[src/rtl/shr_pkg.sv]
package shr_pkg;
  localparam int unsigned DW      = 32;
  localparam int unsigned NCOPY   = 3;  // 0: Non-secure, 1: Secure, 2: single copy
  localparam int unsigned CP_NS   = 0;
  localparam int unsigned CP_S    = 1;
  localparam int unsigned CP_SH   = 2;

  // bit positions
  localparam int unsigned B_MEM_ACT  = 0;
  localparam int unsigned B_BUS_ACT  = 1;
  localparam int unsigned B_HF_ACT   = 2;
  localparam int unsigned B_USG_ACT  = 3;
  localparam int unsigned B_SF_ACT   = 4;
  localparam int unsigned B_NMI_ACT  = 5;
  localparam int unsigned B_SVC_ACT  = 7;
  localparam int unsigned B_DBG_ACT  = 8;
  localparam int unsigned B_PSV_ACT  = 10;
  localparam int unsigned B_TCK_ACT  = 11;
  localparam int unsigned B_USG_PND  = 12;
  localparam int unsigned B_MEM_PND  = 13;
  localparam int unsigned B_BUS_PND  = 14;
  localparam int unsigned B_SVC_PND  = 15;
  localparam int unsigned B_MEM_ENA  = 16;
  localparam int unsigned B_BUS_ENA  = 17;
  localparam int unsigned B_USG_ENA  = 18;
  localparam int unsigned B_SF_ENA   = 19;
  localparam int unsigned B_SF_PND   = 20;
  localparam int unsigned B_HF_PND   = 21;

  localparam logic [DW-1:0] ONE = {{(DW-1){1'b0}}, 1'b1};

  localparam logic [DW-1:0] M_BANK_WR =
      (ONE << B_MEM_ACT) | (ONE << B_USG_ACT) | (ONE << B_SVC_ACT) |
      (ONE << B_PSV_ACT) | (ONE << B_TCK_ACT) | (ONE << B_USG_PND) |
      (ONE << B_MEM_PND) | (ONE << B_SVC_PND) | (ONE << B_MEM_ENA) |
      (ONE << B_USG_ENA) | (ONE << B_HF_PND);
  localparam logic [DW-1:0] M_HF   = ONE << B_HF_ACT;
  localparam logic [DW-1:0] M_NMI  = ONE << B_NMI_ACT;
  localparam logic [DW-1:0] M_DBG  = ONE << B_DBG_ACT;
  localparam logic [DW-1:0] M_BUS  =
      (ONE << B_BUS_ACT) | (ONE << B_BUS_PND) | (ONE << B_BUS_ENA);
  localparam logic [DW-1:0] M_SF   =
      (ONE << B_SF_ACT) | (ONE << B_SF_ENA) | (ONE << B_SF_PND);

  localparam logic [DW-1:0] M_BANK_IMPL = M_BANK_WR | M_HF;
  localparam logic [DW-1:0] M_SH_IMPL   = M_BUS | M_SF | M_DBG | M_NMI;
  localparam logic [DW-1:0] M_IMPL      = M_BANK_IMPL | M_SH_IMPL;
endpackage

[src/rtl/shr_wmask.sv]
module shr_wmask
  import shr_pkg::*;
(
  input  logic          wr_en_i,
  input  logic [DW-1:0] wr_data_i,
  input  logic          acc_secure_i,
  input  logic          cpu_secure_i,
  input  logic          faults_ns_i,
  output logic [DW-1:0] wm_ns_o,
  output logic [DW-1:0] wm_s_o,
  output logic [DW-1:0] wm_sh_o
);
  logic clr_ok;
  logic [DW-1:0] zero_bits;

  // clear path for NMI / Non-secure hard fault: only via Non-secure alias from Secure state
  assign clr_ok    = !acc_secure_i && cpu_secure_i && faults_ns_i;
  assign zero_bits = ~wr_data_i;

  always_comb begin
    wm_ns_o = '0;
    wm_s_o  = '0;
    wm_sh_o = '0;
    if (wr_en_i) begin
      if (acc_secure_i) begin
        wm_s_o = M_BANK_WR;
        wm_sh_o = wm_sh_o | M_SF;
      end else begin
        wm_ns_o = M_BANK_WR | (clr_ok ? (M_HF & zero_bits) : '0);
        wm_sh_o = wm_sh_o | (clr_ok ? (M_NMI & zero_bits) : '0);
      end
      if (acc_secure_i || faults_ns_i) wm_sh_o = wm_sh_o | M_BUS;
      wm_sh_o = wm_sh_o | M_DBG;
    end
  end
endmodule

[src/rtl/shr_flag_copy.sv]
module shr_flag_copy
  import shr_pkg::*;
#(
  parameter logic [DW-1:0] IMPL = '0
) (
  input  logic          clk_i,
  input  logic          rst_ni,
  input  logic [DW-1:0] wr_mask_i,
  input  logic [DW-1:0] wr_val_i,
  input  logic [DW-1:0] set_i,
  input  logic [DW-1:0] clr_i,
  output logic [DW-1:0] q_o
);
  logic [DW-1:0] q_q, nxt;

  // side port first (set over clear), then register write, else hold
  always_comb begin
    nxt = (q_q & ~wr_mask_i) | (wr_val_i & wr_mask_i);
    nxt = nxt & ~clr_i;
    nxt = nxt | set_i;
  end

  always_ff @(posedge clk_i or negedge rst_ni) begin
    if (!rst_ni) q_q <= '0;
    else         q_q <= nxt & IMPL;
  end

  assign q_o = q_q;
endmodule

[src/rtl/shr_rdmux.sv]
module shr_rdmux
  import shr_pkg::*;
(
  input  logic          acc_secure_i,
  input  logic          faults_ns_i,
  input  logic [DW-1:0] q_ns_i,
  input  logic [DW-1:0] q_s_i,
  input  logic [DW-1:0] q_sh_i,
  output logic [DW-1:0] rd_o
);
  logic [DW-1:0] ns_vis;
  assign ns_vis = M_DBG | M_NMI | (faults_ns_i ? M_BUS : '0);
  assign rd_o = acc_secure_i ? (q_s_i | q_sh_i) : (q_ns_i | (q_sh_i & ns_vis));
endmodule

[src/rtl/sys_handler_state_reg.sv]
module sys_handler_state_reg
  import shr_pkg::*;
(
  input  logic          clk_i,
  input  logic          rst_ni,
  input  logic          wr_en_i,
  input  logic [31:0]   wr_data_i,
  input  logic          acc_secure_i,
  input  logic          cpu_secure_i,
  input  logic          faults_ns_i,
  input  logic [31:0]   hw_set_s_i,
  input  logic [31:0]   hw_clr_s_i,
  input  logic [31:0]   hw_set_ns_i,
  input  logic [31:0]   hw_clr_ns_i,
  output logic [31:0]   rd_data_o,
  output logic          upd_o
);
  logic [DW-1:0] wm   [NCOPY];
  logic [DW-1:0] setv [NCOPY];
  logic [DW-1:0] clrv [NCOPY];
  logic [DW-1:0] flg  [NCOPY];
  logic          upd_q;

  shr_wmask u_wmask (
    .wr_en_i      (wr_en_i),
    .wr_data_i    (wr_data_i),
    .acc_secure_i (acc_secure_i),
    .cpu_secure_i (cpu_secure_i),
    .faults_ns_i  (faults_ns_i),
    .wm_ns_o      (wm[CP_NS]),
    .wm_s_o       (wm[CP_S]),
    .wm_sh_o      (wm[CP_SH])
  );

  assign setv[CP_NS] = hw_set_ns_i;
  assign clrv[CP_NS] = hw_clr_ns_i;
  assign setv[CP_S]  = hw_set_s_i;
  assign clrv[CP_S]  = hw_clr_s_i;
  assign setv[CP_SH] = hw_set_s_i | hw_set_ns_i;
  assign clrv[CP_SH] = hw_clr_s_i | hw_clr_ns_i;

  for (genvar k = 0; k < NCOPY; k++) begin : g_copy
    localparam logic [DW-1:0] IMPL_K = (k == CP_SH) ? M_SH_IMPL : M_BANK_IMPL;
    shr_flag_copy #(.IMPL(IMPL_K)) u_copy (
      .clk_i     (clk_i),
      .rst_ni    (rst_ni),
      .wr_mask_i (wm[k]),
      .wr_val_i  (wr_data_i),
      .set_i     (setv[k]),
      .clr_i     (clrv[k]),
      .q_o       (flg[k])
    );
  end

  shr_rdmux u_rdmux (
    .acc_secure_i (acc_secure_i),
    .faults_ns_i  (faults_ns_i),
    .q_ns_i       (flg[CP_NS]),
    .q_s_i        (flg[CP_S]),
    .q_sh_i       (flg[CP_SH]),
    .rd_o         (rd_data_o)
  );

  always_ff @(posedge clk_i or negedge rst_ni) begin
    if (!rst_ni) upd_q <= 1'b0;
    else         upd_q <= wr_en_i;
  end
  assign upd_o = upd_q;
endmodule

[config.mk]
export PLATFORM = sky130hd
export DESIGN_NAME = sys_handler_state_reg
export DESIGN_NICKNAME = d
export VERILOG_FILES = /design/src/rtl/shr_pkg.sv /design/src/rtl/shr_wmask.sv /design/src/rtl/shr_flag_copy.sv /design/src/rtl/shr_rdmux.sv /design/src/rtl/sys_handler_state_reg.sv
export SDC_FILE = /design/constraint.sdc
export NUM_CORES = 1
export LEC_CHECK = 0
export ABC_AREA = 1
export BUFFER_PORTS_ARGS = -buffer_cell sky130_fd_sc_hd__buf_2
export CAP_MARGIN = 20
export CORE_ASPECT_RATIO = 0.5
export CORE_MARGIN = 5
export CORE_UTILIZATION = 53
export DETAILED_ROUTE_END_ITERATION = 10
export PLACE_DENSITY = 0.87
export SYNTH_ARGS = -nofsm -noshare
export SYNTH_HDL_FRONTEND = slang
export SYNTH_HIERARCHICAL = 1
export SYNTH_SLANG_ARGS = --single-unit
export TNS_END_PERCENT = 50
[constraint.sdc]
create_clock -name clk_i -period 2 [get_ports clk_i]
set_input_delay 0.3 -clock clk_i [delete_from_list [all_inputs] [get_ports clk_i]]
set_output_delay 0.3 -clock clk_i [all_outputs]
set_load 0.05 [all_outputs]
* Word level (Yosys, flattened, before mapping)
Cells that the tools add are included.
** Cells by class
- Muxes and demuxes :: 11
- Bitwise logic cells :: 27
- Reductions and logical operators :: 4
** Operators with widths (number)
- $and A22 B22 Y22 :: 6
- $mux W22 :: 4
- $not A22 Y22 :: 4
- $or A22 B22 Y22 :: 4
- $or A21 B21 Y21 :: 4
- $and A21 B21 Y21 :: 3
- $mux W21 :: 2
- $not A21 Y21 :: 2
- $mux W18 :: 2
- $and A21 B32 Y32 :: 1
- $mux W32 :: 1
- $or A22 B32 Y32 :: 1
- $or A22 B21 Y22 :: 1
- $mux W6 :: 1
- $not A6 Y6 :: 1
- $mux W3 :: 1
- $logic_and A1 B1 Y1 :: 2
- $logic_not A1 Y1 :: 1
- $logic_or A1 B1 Y1 :: 1
** Storage, ports and cells
- Register bits :: 33
- Input bits :: 166
- Output and inout bits :: 33

* Logic depth before layout (Yosys ltp)
Gate-level depths: netlist (run 1).
- Depth in word-level cells :: 12
- Gate-level depth with buffers :: 7

* Cells and area by module
Netlist (run 1), hierarchy kept.
** By module, submodules not included
- shr_flag_copy (g_copy[0].u_copy ...) :: instances 2, cells each 141, area each 874.6 um^2, seq. area each 300.3 um^2
- sys_handler_state_reg :: instances 1, cells each 193, area each 745.7 um^2, seq. area each 25.0 um^2
- shr_wmask :: instances 1, cells each 102, area each 729.4 um^2, seq. area each 0.0 um^2
- shr_flag_copy (g_copy[2].u_copy) :: instances 1, cells each 105, area each 664.4 um^2, seq. area each 200.2 um^2
- shr_rdmux :: instances 1, cells each 112, area each 486.7 um^2, seq. area each 0.0 um^2

* Worst setup path before layout (run 1)
OpenSTA, ideal clock, no wires.
- Path type :: input-to-reg
- From :: input wr_en_i
- To :: register g_copy[0].u_copy.q_q[10]
- Data arrival time :: 1078 ps
- Setup slack :: 805 ps
- Cell stages on the path :: 6
- Path buffers :: 1
- Cells stage by stage :: inv_1 -> nor2_1 -> buf_4 -> nand2_1 -> nand3_1 -> nand2_1
** RTL lines
- start: declaration :: line sys_handler_state_reg.sv:6 : input logic wr_en_i,
- end signal: assignment :: line shr_flag_copy.sv:25 : else q_q <= nxt & IMPL;
- end: declaration :: line shr_flag_copy.sv:14 : logic [DW-1:0] q_q, nxt;

* Worst setup path in the final report (run 1)
- From :: input acc_secure_i
- To :: output rd_data_o[17]
** On the way
- Longest elaborated chain between the ends :: 1
** RTL lines
- start: declaration :: line sys_handler_state_reg.sv:8 : input logic acc_secure_i,
- $mux W32 :: line shr_rdmux.sv:13 : assign rd_o = acc_secure_i ? (q_s_i | q_sh_i) : (q_ns_i | (q_sh_i & ns_vis));
- end: declaration :: line sys_handler_state_reg.sv:15 : output logic [31:0] rd_data_o,
No other way between the ends.

==> results of run 1 <==
[power groups by stage]
stage	Sequential (mW)	Combinational [mW]	Clock, mW
4_1_cts	0.736	0.644	0.769
3_5_place_dp	0.748	0.642	0
6_report	0.736	0.641	0.743
2_1_floorplan	0.746	0.567	0
3_3_place_gp	0.745	0.630	0
5_1_grt	0.743	0.722	0.800
[cell type report]
| type | instances | share of cell area (%) |
|---|---|---|
| multi-input cells | 318 | 33.72 |
| flip-flops and latches | 33 | 21.77 |
| inverters | 199 | 19.70 |
| repair buffers | 132 | 18.15 |
| clock buffers | 7 | 3.761 |
| well taps | 88 | 2.903 |
[worst max-delay path, stage by stage]
cell	delay [ps]
buf_2	200
inv_2	370
nand2_1	120
nand2_1	80
buf_2	270
[cells in the final DEF, fill, tap and decap left out, types with 2 or more instances in the layout]
master	count
a21oi_1	2
buf_2	126
buf_4	5
clkbuf_16	5
conb_1	65
dfrtp_1	33
inv_1	198
nand2_1	185
nand3_1	32
nor3_1	2
o21ai_0	30
[worst paths after layout]
path                                          startpoint  slack [ps]                  endpoint  depth (start not counted)
worst max-delay path                        acc_secure_i         350             rd_data_o[17]                          5
worst min register to register   g_copy[1].u_copy/q_o[0]         550   g_copy[1].u_copy/q_o[0]                          4
min in group clk_i                        hw_set_s_i[16]         210  g_copy[1].u_copy/q_o[16]                          3
worst min-delay path                              rst_ni         100  g_copy[1].u_copy/q_o[21]                          1
worst max register to register  g_copy[2].u_copy/q_o[14]        1280  g_copy[2].u_copy/q_o[14]                          4
max in group asynchronous                         rst_ni        1430  g_copy[0].u_copy/q_o[16]                          1
[layer usage]
| metal | share of wire (%) | up-vias | global-route usage, % |
|---|---|---|---|
| met1 | 38 | 1227 | 16.69 |
| li1 | - | 1669 | - |
| met3 | 7.1 | 6 | 4.188 |
| met5 | 0 | - | 0 |
| met4 | 0.95 | 0 | 4.742 |
| met2 | 54 | 69 | 33.83 |
[flip-flops by register name, summed over array words and instances (netlist names)]
register and cells:
upd_o 1, g_copy.u_copy/q_o 32
[stage by stage]
stage / setup WS, ps / instances
after detailed placement: 299.3 / 770
after global placement: 314.3 / 770
after global routing: 200.7 / 777
final: 349.8 / 777
after floorplan: 804.7 / 647
after CTS: 326.8 / 777
==> results.py, run 1 <==
metrics = {
    "sta": {
        "finalMaxSlewViolations": 0,
        "fin_hold_ws_ps": 95.66,
        "skew_ps": 0,
        "worst_pin_slew_ps": 747.3,
        "timing.fmax_mhz": 606.0,
        "hold_viol": 0,
        "setup_tns_ps": 0,
        "maxSlewHeadroom_pct": 50.18,
        "setup_viol_count_final": 0,
        "rsz0062_at_grt": "no",
        "fin_crit_sh_pct": 82.51,
        "min_period_ps": 1650,
    },
    "clocking": {
        "post_cts_buffers": 0,
        "cts_resized": 0,
        "h-tree-depth": 2,
        "cts_hold_buf": 0,
        "tritoncts": "yes",
        "insertion_delay_ps": 270,
        "cts_made_buffers": 5,
        "cts_buffer_depth": 2,
        "cts_root_buffer": "clkbuf_16",
        "clock_sinks": 33,
        "clkTransAtPathRegs_ps": 50,
    },
    "layout": {
        "seq_area_um2": 825.8,
        "design_area_um2": 3792,
        "layout-drive-gt1-share_pct": 20.32,
        "num-nets-final": 855,
        "final_util_pct": 62.11,
        "multi_input_area_um2": 1279,
        "num-fill-cells": 631,
        "antenna_cells": 0,
        "syn_to_final_growth_pct": 13.05,
    },
    "placed_design": {
        "placedInstanceArea_um2": 3650,
        "io_buffer_count": 126,
        "gp_congestion": 0.7548,
        "hpwl_mm": 5.416,
    },
    "die": {
        "die_x_um": 122.5,
        "start_util_pct": 54.94,
        "rows": 20,
        "die_area_um2": 8117,
        "die_h_um": 66.26,
        "coreArea_um2": 6106,
        "io_pins": 199,
    },
    "routing": {
        "wl_per_cell_um": 8.530,
        "drtPass1Iterations": 5,
        "drc": 0,
        "vias": 2971,
        "via_per_inst": 3.824,
        "drt-total-wl_mm": 6.628,
        "drtAntennaViolNets": 0,
        "drt_iter0_drc": 53,
    },
    "synthesis": {
        "avgSynthCellArea_um2": 5.724,
        "syn_inst": 586,
        "ys_warn_count": 6,
        "synth_area_um2": 3354,
    },
    "global_routing": {
        "antenna_found_initial": 0,
        "overflow": 0,
        "grt_pass1_vias": 2669,
        "grt_max_degree": 34,
        "grt_pass1_wl_mm": 10.78,
        "grt_usage_pct": 16.60,
    },
    "critical_path": {
        "crit_fanout": 23,
        "cp.required_ps": 1700,
        "worstPathArrival_ps": 1350,
        "cp-start-kind": "input pin",
        "cp-end-kind": "primary output",
        "worstSetupPathType": "input pin to primary output",
    },
    "power": {
        "p_total_mw": 2.120,
        "ir_drop_mv": 0.3831,
        "powerDensity_nw_per_um2": 559.0,
        "p_switching_uw": 714.5,
        "clkPwrFrac_pct": 35.0,
        "seqPwrFrac_pct": 34.7,
        "swShare_pct": 33.70,
        "internal_power_mw": 1.405,
        "leakagePower_nw": 2.809,
        "pwr-share-comb_pct": 30.2,
    },
    "hold_path": {
        "hold_class": "input pin to async pin",
    },
    "run_status": {
        "outcome": "complete, no violations",
    },
    "flow_run": {
        "drv_cap": 0,
    },
}
Note: power is estimated with default switching activity, not from simulation.
==> run 2: changes to the inputs <==
--- a/config.mk
+++ b/config.mk
@@ -10,9 +10,9 @@
 export CAP_MARGIN = 20
 export CORE_ASPECT_RATIO = 0.5
 export CORE_MARGIN = 5
-export CORE_UTILIZATION = 53
+export CORE_UTILIZATION = 49
 export DETAILED_ROUTE_END_ITERATION = 10
-export PLACE_DENSITY = 0.87
+export PLACE_DENSITY = 0.81
 export SYNTH_ARGS = -nofsm -noshare
 export SYNTH_HDL_FRONTEND = slang
 export SYNTH_HIERARCHICAL = 1
==> constraint.sdc (replaced) <==
create_clock -name clk_i -period 1.55 [get_ports clk_i]
set_input_delay 0.2325 -clock clk_i [delete_from_list [all_inputs] [get_ports clk_i]]
set_output_delay 0.2325 -clock clk_i [all_outputs]
set_load 0.05 [all_outputs]
==> run 2 against run 1 <==
  * Clock-buffer cell count unchanged
  * Critical endpoint is now rd_data_o[0]
  * Via count fell by 1.5%
  * First-iteration DRC count fell by 15%
  * Register-to-register slack got worse by 430 ps
  * Total power rose by 33%
  * Die area grew 7.2%
  * Utilization decreased by 4.1 points
  * Sequential power is 29% higher
  * Critical path type is now register to primary output
==> results.py, run 2 (synthesis results as in run 1) <==
metrics = {
    "critical_path": {
        "rrSetupSlack_ps": 850,
        "r2r_cells": 4,
        "regToRegStartpoint": "g_copy[2].u_copy/q_o[1]",
        "worstPathArrival_ps": 1130,
        "cp-start-kind": "register",
        "worstSetupPathType": "register to primary output",
        "r2r_end": "g_copy[2].u_copy/q_o[1]",
        "crit_fanout": 2,
        "cp.required_ps": 1320,
        "cp-end-kind": "primary output",
    },
    "layout": {
        "largest_reg_flops": 32,
        "layout_common_cells": "inv_1 (198), nand2_1 (185), buf_2 (126)",
        "design_area_um2": 3872,
        "layout-drive-gt1-share_pct": 21.04,
        "finalNonFillerCells": 786,
        "final_common_cell": "inv_1",
        "num-nets-final": 859,
        "final_util_pct": 58.02,
        "antenna_cells": 0,
        "syn_to_final_growth_pct": 15.44,
    },
    "power": {
        "p_total_mw": 2.825,
        "ir_drop_mv": 0.5124,
        "powerDensity_nw_per_um2": 729.6,
        "leakagePower_nw": 2.848,
    },
    "placed_design": {
        "gp_congestion": 0.8022,
        "placedInstanceArea_um2": 3705,
        "io_buffer_count": 126,
        "place_ws_ps": 182.4,
        "hpwl_mm": 5.293,
        "dp.cells": 777,
    },
    "die": {
        "rows": 21,
        "start_util_pct": 50.26,
        "io_pins": 199,
        "die_area_um2": 8701,
        "die_h_um": 68.51,
        "coreArea_um2": 6674,
        "die_x_um": 127.0,
    },
    "sta": {
        "hold_viol": 0,
        "setup_viol_count_final": 0,
        "fin_crit_sh_pct": 87.82,
        "fin_ws_ps": 188.8,
        "timing.fmax_mhz": 734.7,
        "fin_hold_ws_ps": 135.0,
        "min_period_ps": 1361,
        "setup_tns_ps": 0,
        "finalMaxSlewViolations": 0,
        "rsz0062_at_grt": "no",
        "skew_ps": 0,
    },
    "global_routing": {
        "grt_usage_pct": 15.27,
        "grt_pass1_vias": 2640,
        "antenna_found_initial": 0,
        "overflow": 0,
        "grt_max_degree": 34,
        "grt_pass1_wl_mm": 10.87,
    },
    "clocking": {
        "clock_sinks": 33,
        "insertion_delay_ps": 270,
        "post_cts_buffers": 0,
        "clkTransAtPathRegs_ps": 60,
        "cts_made_buffers": 5,
        "cts_buffer_depth": 2,
        "tritoncts": "yes",
        "cts_root_buffer": "clkbuf_16",
        "h-tree-depth": 2,
    },
    "hold_path": {
        "min_to": "g_copy[1].u_copy/q_o[2]",
        "hold_class": "input pin to register",
        "hp-start": "hw_set_s_i[2]",
        "hold_depth": 3,
    },
    "routing": {
        "drt_iter0_drc": 45,
        "drt-total-wl_mm": 6.430,
        "drtAntennaViolNets": 0,
        "via_per_inst": 3.723,
        "drtPass1Iterations": 4,
        "drc": 0,
        "vias": 2926,
        "wl_per_cell_um": 8.181,
    },
    "run_status": {
        "outcome": "complete, no violations",
    },
    "flow_run": {
        "drv_cap": 0,
    },
}
run 2: cell types whose count changed in the layout (fill, tap and decap cells not counted), sizes merged:
cell,previous run,this run
buf,132,135
clkinv,0,1
dlygate4sd3,0,1
run 2: repair_timing:
item | 4_1_cts | 5_1_grt
hold buffers | 1 | 0
gates resized for setup | 0 | 0
hold endpoints to repair | 33 | 0
run 2: area by class of cell:
class                   instances  area [um2]
clock buffers                   7       152.6
clock inverters                 1       5.005
fillers                       695        2801
inverters                     199       747.0
multi-input cells             318        1281
flip-flops and latches         33       825.8
well taps                      92       115.1
repair buffers                136       745.7
run 2: worst max-delay path by stage:
stage | end | depth (start not counted) | start
6_report | rd_data_o[0] | 3 | g_copy[1].u_copy/q_o[0]
5_1_grt | rd_data_o[0] | 3 | g_copy[1].u_copy/q_o[0]
4_1_cts | rd_data_o[0] | 3 | g_copy[1].u_copy/q_o[0]
3_5_place_dp | g_copy[1].u_copy/q_o[21] | 8 | acc_secure_i
3_3_place_gp | rd_data_o[0] | 5 | acc_secure_i
2_1_floorplan | g_copy[0].u_copy/q_o[10] | 6 | wr_en_i
run 2: metal layers:
metal  share of wire, %  vias up  GRT usage (%)
met1                 42     1185          16.95
li1                   -     1681              -
met3                6.1        4          4.000
met5                  0        -              0
met2                 51       56          30.59
met4               0.65        0          2.406
run 2: power by group:
part / leakage, nW / internal, mW / switching, mW
combinational: 2.42 / 0.276 / 0.563
clock: 0.0799 / 0.680 / 0.358
sequential: 0.350 / 0.921 / 0.0268
total: 2.85 / 1.88 / 0.948
run 2: worst max-delay path, cell delays in order (launching register included):
cell	delay [ps]
dfrtp_1	370
o21ai_0	190
nand2_1	80
buf_2	220
==> run 3: changes to the inputs <==
--- a/config.mk
+++ b/config.mk
@@ -12,7 +12,7 @@
 export CORE_MARGIN = 5
 export CORE_UTILIZATION = 49
 export DETAILED_ROUTE_END_ITERATION = 10
-export PLACE_DENSITY = 0.81
+export PLACE_DENSITY = 0.8
 export SYNTH_ARGS = -nofsm -noshare
 export SYNTH_HDL_FRONTEND = slang
 export SYNTH_HIERARCHICAL = 1
==> run 3 against run 2 <==
  * Global-route usage shrank 0.28 points
  * Largest power group unchanged
  * Utilization is 0.58 points higher
  * Cell area increased by 1.0%
  * Clock power increased by 25%
==> results.py, run 3 (synthesis results as in run 1) <==
metrics = {
    "layout": {
        "final_common_cell": "inv_1",
        "layout-drive-gt1-share_pct": 20.78,
        "largest_reg_flops": 32,
        "finalNonFillerCells": 785,
        "layout_common_cells": "inv_1 (198), nand2_1 (185), buf_2 (126)",
        "antenna_cells": 0,
        "num-nets-final": 858,
        "final_util_pct": 58.61,
        "syn_to_final_growth_pct": 16.60,
        "design_area_um2": 3911,
    },
    "power": {
        "clkPwrFrac_pct": 42.2,
        "swShare_pct": 31.33,
        "seqPwrFrac_pct": 30.6,
        "p_switching_uw": 969.2,
        "ir_drop_mv": 0.5372,
        "leakagePower_nw": 2.860,
        "powerDensity_nw_per_um2": 791.0,
        "pwr-share-comb_pct": 27.2,
        "p_total_mw": 3.094,
        "internal_power_mw": 2.125,
    },
    "clocking": {
        "clock_sinks": 33,
        "clkTransAtPathRegs_ps": 60,
        "tritoncts": "yes",
        "cts_resized": 0,
        "cts_buffer_depth": 2,
        "cts_made_buffers": 5,
        "h-tree-depth": 2,
        "cts_root_buffer": "clkbuf_16",
        "insertion_delay_ps": 270,
    },
    "routing": {
        "drt_iter0_drc": 84,
        "vias": 2934,
        "drtPass1Iterations": 4,
        "via_per_inst": 3.738,
        "drc": 0,
        "drtAntennaViolNets": 0,
        "drt-total-wl_mm": 6.470,
        "wl_per_cell_um": 8.242,
    },
    "global_routing": {
        "grt_pass1_wl_mm": 10.58,
        "antenna_found_initial": 0,
        "overflow": 0,
        "grt_pass1_vias": 2659,
        "grt_max_degree": 36,
        "grt_usage_pct": 14.99,
    },
    "sta": {
        "fin_hold_ws_ps": 136.7,
        "setup_viol_count_final": 0,
        "fin_crit_sh_pct": 86.50,
        "fin_ws_ps": 209.2,
        "setup_tns_ps": 0,
        "min_period_ps": 1341,
        "hold_viol": 0,
        "rsz0062_at_grt": "no",
        "timing.fmax_mhz": 745.8,
        "skew_ps": 0,
        "finalMaxSlewViolations": 0,
    },
    "die": {
        "rows": 21,
        "die_h_um": 68.51,
        "die_x_um": 127.0,
        "io_pins": 199,
        "coreArea_um2": 6674,
        "die_area_um2": 8701,
        "start_util_pct": 50.26,
    },
    "critical_path": {
        "path_cells": "o21ai_0, nand2_1, buf_2",
        "max_stage_delay_ps": 390,
        "worst_path_dominant_cell_family": "flip-flops",
        "cp-end-kind": "primary output",
        "crit_fanout": 3,
        "rrSetupSlack_ps": 850,
        "r2r_cells": 4,
        "regToRegStartpoint": "g_copy[2].u_copy/q_o[14]",
        "cp.required_ps": 1320,
        "cp-start-kind": "register",
        "crit_buf_inv": 1,
        "r2r_end": "g_copy[2].u_copy/q_o[14]",
        "worstSetupPathType": "register to primary output",
        "worstPathArrival_ps": 1110,
        "cp_slowest_cell": "dfrtp_1",
    },
    "run_status": {
        "outcome": "complete, no violations",
    },
    "placed_design": {
        "hpwl_mm": 5.291,
        "place_ws_ps": 267.9,
        "dp.cells": 776,
        "gp_congestion": 0.7605,
        "placedInstanceArea_um2": 3707,
        "io_buffer_count": 126,
    },
    "hold_path": {
        "hold_depth": 3,
        "hold_class": "input pin to register",
        "min_to": "g_copy[1].u_copy/q_o[18]",
        "hp-start": "hw_set_s_i[18]",
    },
    "flow_run": {
        "drv_cap": 0,
    },
}
==> run 3: cell count changes in the layout (fill, tap and decap cells not counted), sizes merged <==
cell	before	now
clkinv	1	0
buf	135	134
bufinv	0	2
clkbuf	7	5
inv	199	200
==> run 3: repair_timing <==
item                      in CTS  in global routing
hold buffers                   1                  0
hold endpoints to repair      16                  0
buffers inserted               0                  0
==> run 3: power by group through the flow <==
stage	clock [mW]	sequential (mW)	combinational, mW
floorplan	0	0.963	0.731
global placement	0	0.961	0.832
detailed placement	0	0.965	0.843
CTS	1.33	0.949	0.847
global route	1.37	0.957	0.956
finish	1.30	0.948	0.842
==> run 3: layout make-up <==
type	count	area (um2)
clock buffers	5	125.1
clock inverters	3	68.82
fillers	704	2763
inverters	199	747.0
multi-input cells	318	1279
flip-flops and latches	33	825.8
well taps	92	115.1
repair buffers	135	750.7
==> run 3: routing by layer <==
metal	global-route usage [%]	part of all wire (%)	vias to the layer above
li1	-	-	1677
met1	15.34	40	1188
met2	31.12	52	67
met3	4.231	7.3	2
met4	3.342	0.39	0
met5	0	0	-
==> run 3: worst min-delay path, cell delays in order <==
cell and delay, ps:
buf_2 70, inv_1 30, nand2_1 50
==> run 3: worst max-delay path by stage <==
stage               slack, ps                        to  cells after the start                     start
detailed placement        270             rd_data_o[17]                      6              acc_secure_i
floorplan                 420  g_copy[0].u_copy/q_o[10]                      6                   wr_en_i
finish                    210             rd_data_o[17]                      3  g_copy[2].u_copy/q_o[17]
global placement          280             rd_data_o[14]                      6              acc_secure_i
global route              130             rd_data_o[17]                      5  g_copy[2].u_copy/q_o[17]
CTS                       200             rd_data_o[17]                      5  g_copy[2].u_copy/q_o[17]
